==> config.mk <==
export PLATFORM = sky130hd
export DESIGN_NAME = bus_cycle_stepper
export DESIGN_NICKNAME = d
export VERILOG_FILES = /design/src/rtl/stepper_pkg.sv /design/src/rtl/stepper_debounce.sv /design/src/rtl/stepper_inputs.sv /design/src/rtl/stepper_wait_ctrl.sv /design/src/rtl/bus_cycle_stepper.sv
export SDC_FILE = /design/constraint.sdc
export NUM_CORES = 1
export LEC_CHECK = 0
export ABC_AREA = 1
export BUFFER_PORTS_ARGS = -buffer_cell sky130_fd_sc_hd__buf_2
export CAP_MARGIN = 25
export CELL_PAD_IN_SITES_DETAIL_PLACEMENT = 0
export CELL_PAD_IN_SITES_GLOBAL_PLACEMENT = 2
export CORE_ASPECT_RATIO = 1.4
export CORE_UTILIZATION = 35
export CTS_BUF_LIST = sky130_fd_sc_hd__clkbuf_16
export DETAILED_ROUTE_END_ITERATION = 7
export GPL_ROUTABILITY_DRIVEN = 0
export HOLD_SLACK_MARGIN = 0.06
export PLACE_DENSITY = 0.74
export SLEW_MARGIN = 20
export SYNTH_ARGS = -nofsm -noshare
export SYNTH_HDL_FRONTEND = slang
export SYNTH_HIERARCHICAL = 1
export SYNTH_SLANG_ARGS = --single-unit
==> constraint.sdc <==
create_clock -name clk -period 2.8 [get_ports clk]
set_input_delay 0.84 -clock clk [delete_from_list [all_inputs] [get_ports clk]]
set_output_delay 0.84 -clock clk [all_outputs]
set_load 0.05 [all_outputs]
==> src/rtl/stepper_pkg.sv <==
`timescale 1ns/1ps
package stepper_pkg;
  // Index of each mechanical input inside the conditioned vector
  localparam int unsigned CH_FREE    = 0;
  localparam int unsigned CH_STEPBTN = 1;
  localparam int unsigned CH_STEPSW  = 2;
  localparam int unsigned CH_RUNBTN  = 3;
  localparam int unsigned CH_RSTBTN  = 4;
  localparam int unsigned CH_RSTSW   = 5;
  localparam int unsigned NUM_CH     = 6;

  // A cycle worth stalling: any request strobe outside refresh
  function automatic logic bus_strobe(input logic mreq_n, input logic iorq_n,
                                      input logic m1_n, input logic rfsh_n);
    return rfsh_n & (~mreq_n | ~iorq_n | ~m1_n);
  endfunction
endpackage

==> src/rtl/stepper_debounce.sv <==
`timescale 1ns/1ps
module stepper_debounce #(
  parameter int unsigned DB_CYCLES   = 40000,
  parameter int unsigned SYNC_STAGES = 2
) (
  input  logic clk,
  input  logic rst_n,
  input  logic raw_i,
  output logic level_o
);
  localparam int unsigned CW = $clog2(DB_CYCLES + 1);
  localparam logic [CW-1:0] LAST = CW'(DB_CYCLES - 1);

  logic [SYNC_STAGES-1:0] sync_q;
  logic                   synced;
  logic [CW-1:0]          cnt_q;
  logic                   level_q;

  always_ff @(posedge clk or negedge rst_n) begin
    if (!rst_n) sync_q <= '0;
    else        sync_q <= {sync_q[SYNC_STAGES-2:0], raw_i};
  end

  assign synced = sync_q[SYNC_STAGES-1];

  // Level follows the input only after DB_CYCLES consecutive disagreements
  always_ff @(posedge clk or negedge rst_n) begin
    if (!rst_n) begin
      cnt_q   <= '0;
      level_q <= 1'b0;
    end else if (synced == level_q) begin
      cnt_q <= '0;
    end else if (cnt_q == LAST) begin
      cnt_q   <= '0;
      level_q <= synced;
    end else begin
      cnt_q <= cnt_q + 1'b1;
    end
  end

  assign level_o = level_q;
endmodule

==> src/rtl/stepper_inputs.sv <==
`timescale 1ns/1ps
module stepper_inputs #(
  parameter int unsigned NUM_CH      = 6,
  parameter int unsigned DB_CYCLES   = 40000,
  parameter int unsigned SYNC_STAGES = 2
) (
  input  logic              clk,
  input  logic              rst_n,
  input  logic [NUM_CH-1:0] raw_i,
  output logic [NUM_CH-1:0] level_o
);
  for (genvar g = 0; g < NUM_CH; g++) begin : g_ch
    stepper_debounce #(
      .DB_CYCLES  (DB_CYCLES),
      .SYNC_STAGES(SYNC_STAGES)
    ) u_db (
      .clk    (clk),
      .rst_n  (rst_n),
      .raw_i  (raw_i[g]),
      .level_o(level_o[g])
    );
  end
endmodule

==> src/rtl/stepper_wait_ctrl.sv <==
`timescale 1ns/1ps
module stepper_wait_ctrl (
  input  logic clk,
  input  logic rst_n,
  input  logic strobe_i,
  input  logic free_i,
  input  logic reset_i,
  input  logic step_level_i,
  output logic wait_n_o,
  output logic step_pulse_o
);
  logic step_prev_q;
  logic granted_q;

  always_ff @(posedge clk or negedge rst_n) begin
    if (!rst_n) step_prev_q <= 1'b0;
    else        step_prev_q <= step_level_i;
  end

  assign step_pulse_o = step_level_i & ~step_prev_q;

  // A grant lives only as long as the strobe it was given to
  always_ff @(posedge clk or negedge rst_n) begin
    if (!rst_n)                           granted_q <= 1'b0;
    else if (reset_i || free_i || !strobe_i) granted_q <= 1'b0;
    else if (step_pulse_o)                granted_q <= 1'b1;
  end

  // Combinational from the strobe so the stall is in place before the CPU samples it
  assign wait_n_o = ~(strobe_i & ~free_i & ~reset_i & ~granted_q);
endmodule

==> src/rtl/bus_cycle_stepper.sv <==
`timescale 1ns/1ps
module bus_cycle_stepper
  import stepper_pkg::*;
#(
  parameter int unsigned DEBOUNCE_CYCLES = 40000,
  parameter int unsigned SYNC_STAGES     = 2
) (
  input  logic clk,
  input  logic rst_n,
  input  logic mreq_n,
  input  logic iorq_n,
  input  logic m1_n,
  input  logic rfsh_n,
  input  logic free_run_sw,
  input  logic step_btn,
  input  logic step_sw,
  input  logic run_btn,
  input  logic reset_btn,
  input  logic reset_sw,
  output logic wait_n,
  output logic cpu_reset_pull
);
  logic [NUM_CH-1:0] raw;
  logic [NUM_CH-1:0] lvl;
  logic stall_strobe;
  logic free_run;
  logic reset_req;
  logic step_level;
  logic step_pulse;

  always_comb begin
    raw             = '0;
    raw[CH_FREE]    = free_run_sw;
    raw[CH_STEPBTN] = step_btn;
    raw[CH_STEPSW]  = step_sw;
    raw[CH_RUNBTN]  = run_btn;
    raw[CH_RSTBTN]  = reset_btn;
    raw[CH_RSTSW]   = reset_sw;
  end

  stepper_inputs #(
    .NUM_CH     (NUM_CH),
    .DB_CYCLES  (DEBOUNCE_CYCLES),
    .SYNC_STAGES(SYNC_STAGES)
  ) u_inputs (
    .clk    (clk),
    .rst_n  (rst_n),
    .raw_i  (raw),
    .level_o(lvl)
  );

  assign stall_strobe = bus_strobe(mreq_n, iorq_n, m1_n, rfsh_n);
  assign free_run     = lvl[CH_FREE] | lvl[CH_RUNBTN];
  assign reset_req    = lvl[CH_RSTBTN] | lvl[CH_RSTSW];
  assign step_level   = lvl[CH_STEPBTN] | lvl[CH_STEPSW];

  stepper_wait_ctrl u_wait (
    .clk         (clk),
    .rst_n       (rst_n),
    .strobe_i    (stall_strobe),
    .free_i      (free_run),
    .reset_i     (reset_req),
    .step_level_i(step_level),
    .wait_n_o    (wait_n),
    .step_pulse_o(step_pulse)
  );

  assign cpu_reset_pull = reset_req;
endmodule

==> reports/results.ini <==
[final_layout]
area_growth_pct = 14.99
regArea_um2 = 2903
antenna_cells = 0
drive_gt1_share_pct = 26.60
fill_cells = 1795
nets = 774
multi_input_area_um2 = 3117
finalNonFillerCells = 1003

[worst_setup_path]
worst_ep_arrival_time_ps = 1520
ff2ff_path_depth = 6
cp_slowest_cell = dfrtp_1
worstSetupPathType = register to output port
path_depth = 4
path_cells = or2_1, nor2_2, nand3b_1, buf_2
crit_family = simple AND/OR/NAND/NOR gates
startpoint_type = register
cp_max_fo = 3
crit_required_ps = 1960
worst-path-buf-inv = 1
worst_setup_path_end_kind = output port
max_stage_delay_ps = 410

[global_route]
grt_first_pass_wirelength_um = 21330
antenna_found_initial = 0
gr-total-overflow = 0
grt_max_degree = 57
grt_pass1_vias = 4443
track_usage_pct = 14.93

[synth]
syn_inst = 722
synth_area_um2 = 6252
synth_nets = 740
synth.avg_cell_area_um2 = 8.660
yosys_warnings = 6

[clock_network]
cts_tree = built
post_cts_buffers = 0
cts.path.max_buffers = 2
numClockSinks = 116
clk_pin_slew_worst_paths_ps = 50
ctsResizeCount = 0
cts_hold_buffers = 0
cts_root_buf = clkbuf_16
clk_latency_ps = 410
h-tree-depth = 4
numCtsBuffers = 17

[sta]
setup_tns_ps = 0
hold_viol_final = 0
min_period_ps = 2362
fmax_ghz = 0.4234
skew_ps = 8.691
maxSlewHeadroom_pct = 71.40
holdWs_ps = 347.2
rsz0062_at_grt = false
setup_viol = 0
max_slew.worst_pin.slew_ps = 429.0
slew_violations = 0
timing.final.crit_share_pct = 84.35

[die]
die_h_um = 160.1
die_area_um2 = 18410
core_area_um2 = 17400
row_count = 57
fp.dieW_um = 115.0
initial_utilization_pct = 35.93
ioPinCount = 14

[flow_run]
drv_cap = 0

[drt]
drc = 0
routed_wl_um = 12150
drtIter0Drc = 203
route.vias.total = 4539
ant_nets = 0
dr.pass1.iters = 4
wl_per_cell_um = 12.11
viasPerCell = 4.525

[place]
dpl.cell_count = 973
portBuffers = 13
dpl.hpwl_um = 8774

[run_status]
status = complete, no violations

[power_and_ir_drop]
power_density_nw_per_um2 = 542.6
power.total_mw = 3.901
power.leakage_nw = 2.907
vdd_drop_max_mv = 0.3296

[min_path]
hold_depth = 0
hold_path.class = register to register

sequential cells by signal, summed over array words and instances, names as in the netlist:
signal and count:
u_wait/step_prev_q 1, u_inputs/g_ch.u_db/cnt_q 96, u_wait/granted_q 1, u_inputs/g_ch.u_db/level_o 6, u_inputs/g_ch.u_db/sync_q 12
power breakdown:
part / total (mW) / switching, mW / internal, mW
registers: 1.74 / 0.0282 / 1.71
logic: 0.148 / 0.103 / 0.0452
clock network: 2.02 / 0.739 / 1.28
layout by cell type (no fill, tap or decap):
cell type,instances
nand2_1,164
dfrtp_1,116
nor2_1,103
nor2_2,67
inv_1,46
nand2_2,30
nand3_1,25
nand4_1,18
inv_2,18
o21bai_1,18
xor2_1,18
xnor2_1,18
clkbuf_16,17
a21oi_1,13
buf_2,12
nor2_4,12
nand3_2,6
xor2_2,6
nor3_2,6
nand3_4,6
nand2_4,6
o21a_1,6
o21ai_2,6
o21ai_1,6
ha_1,6
or2_1,3
clkinv_2,3
clkinvlp_4,3
clkinv_1,2
bufinv_16,2
buf_4,2
clkinv_4,1
buf_12,1
nand3b_1,1
final timing paths:
check                                           startpoint                         endpoint  slack, ps
setup / recovery             u_inputs/g_ch[5].u_db/level_o                           wait_n        440
hold / removal             u_inputs/g_ch[2].u_db/sync_q[0]  u_inputs/g_ch[2].u_db/sync_q[1]        350
setup reg to reg            u_inputs/g_ch[2].u_db/cnt_q[0]  u_inputs/g_ch[2].u_db/cnt_q[11]       1370
hold reg to reg            u_inputs/g_ch[2].u_db/sync_q[0]  u_inputs/g_ch[2].u_db/sync_q[1]        350
max in group asynchronous                            rst_n   u_inputs/g_ch[5].u_db/cnt_q[8]       1640
min in group asynchronous                            rst_n  u_inputs/g_ch[0].u_db/cnt_q[11]        370
stage by stage:
step	cell area (um^2)	setup slack, ps	util [%]
after floorplan	6252	555.2	-
after global placement	6643	551.1	38.17
after detailed placement	6643	552.9	38.17
after CTS	7189	403.5	41.31
after global routing	7189	357.5	41.31
final	7189	438.2	41.31
per-layer routing:
layer | global-route usage (%) | vias to the layer above | wire (um)
met2 | 25.66 | 46 | 6234
li1 | - | 2331 | -
met5 | 0 | - | 0
met1 | 17.94 | 2149 | 5456
met3 | 3.454 | 13 | 300
met4 | 5.490 | 0 | 154
worst register-to-register path, cell delays in order (launching register included):
cell and delay [ps]:
dfrtp_1 400, ha_1 230, nand3_2 140, nor2_4 180
nand3_4 120, nand2_4 180, nor2_2 70
final cells by class:
cell class              instances  share of cell area [%]
clock buffers                  17                   5.917
clock inverters                13                   1.688
inverters                      62                   3.237
multi-input cells             544                   43.35
flip-flops and latches        116                   40.38
well taps                     236                   4.107
repair buffers                 15                   1.323
Power figures use the tool's default switching activity.
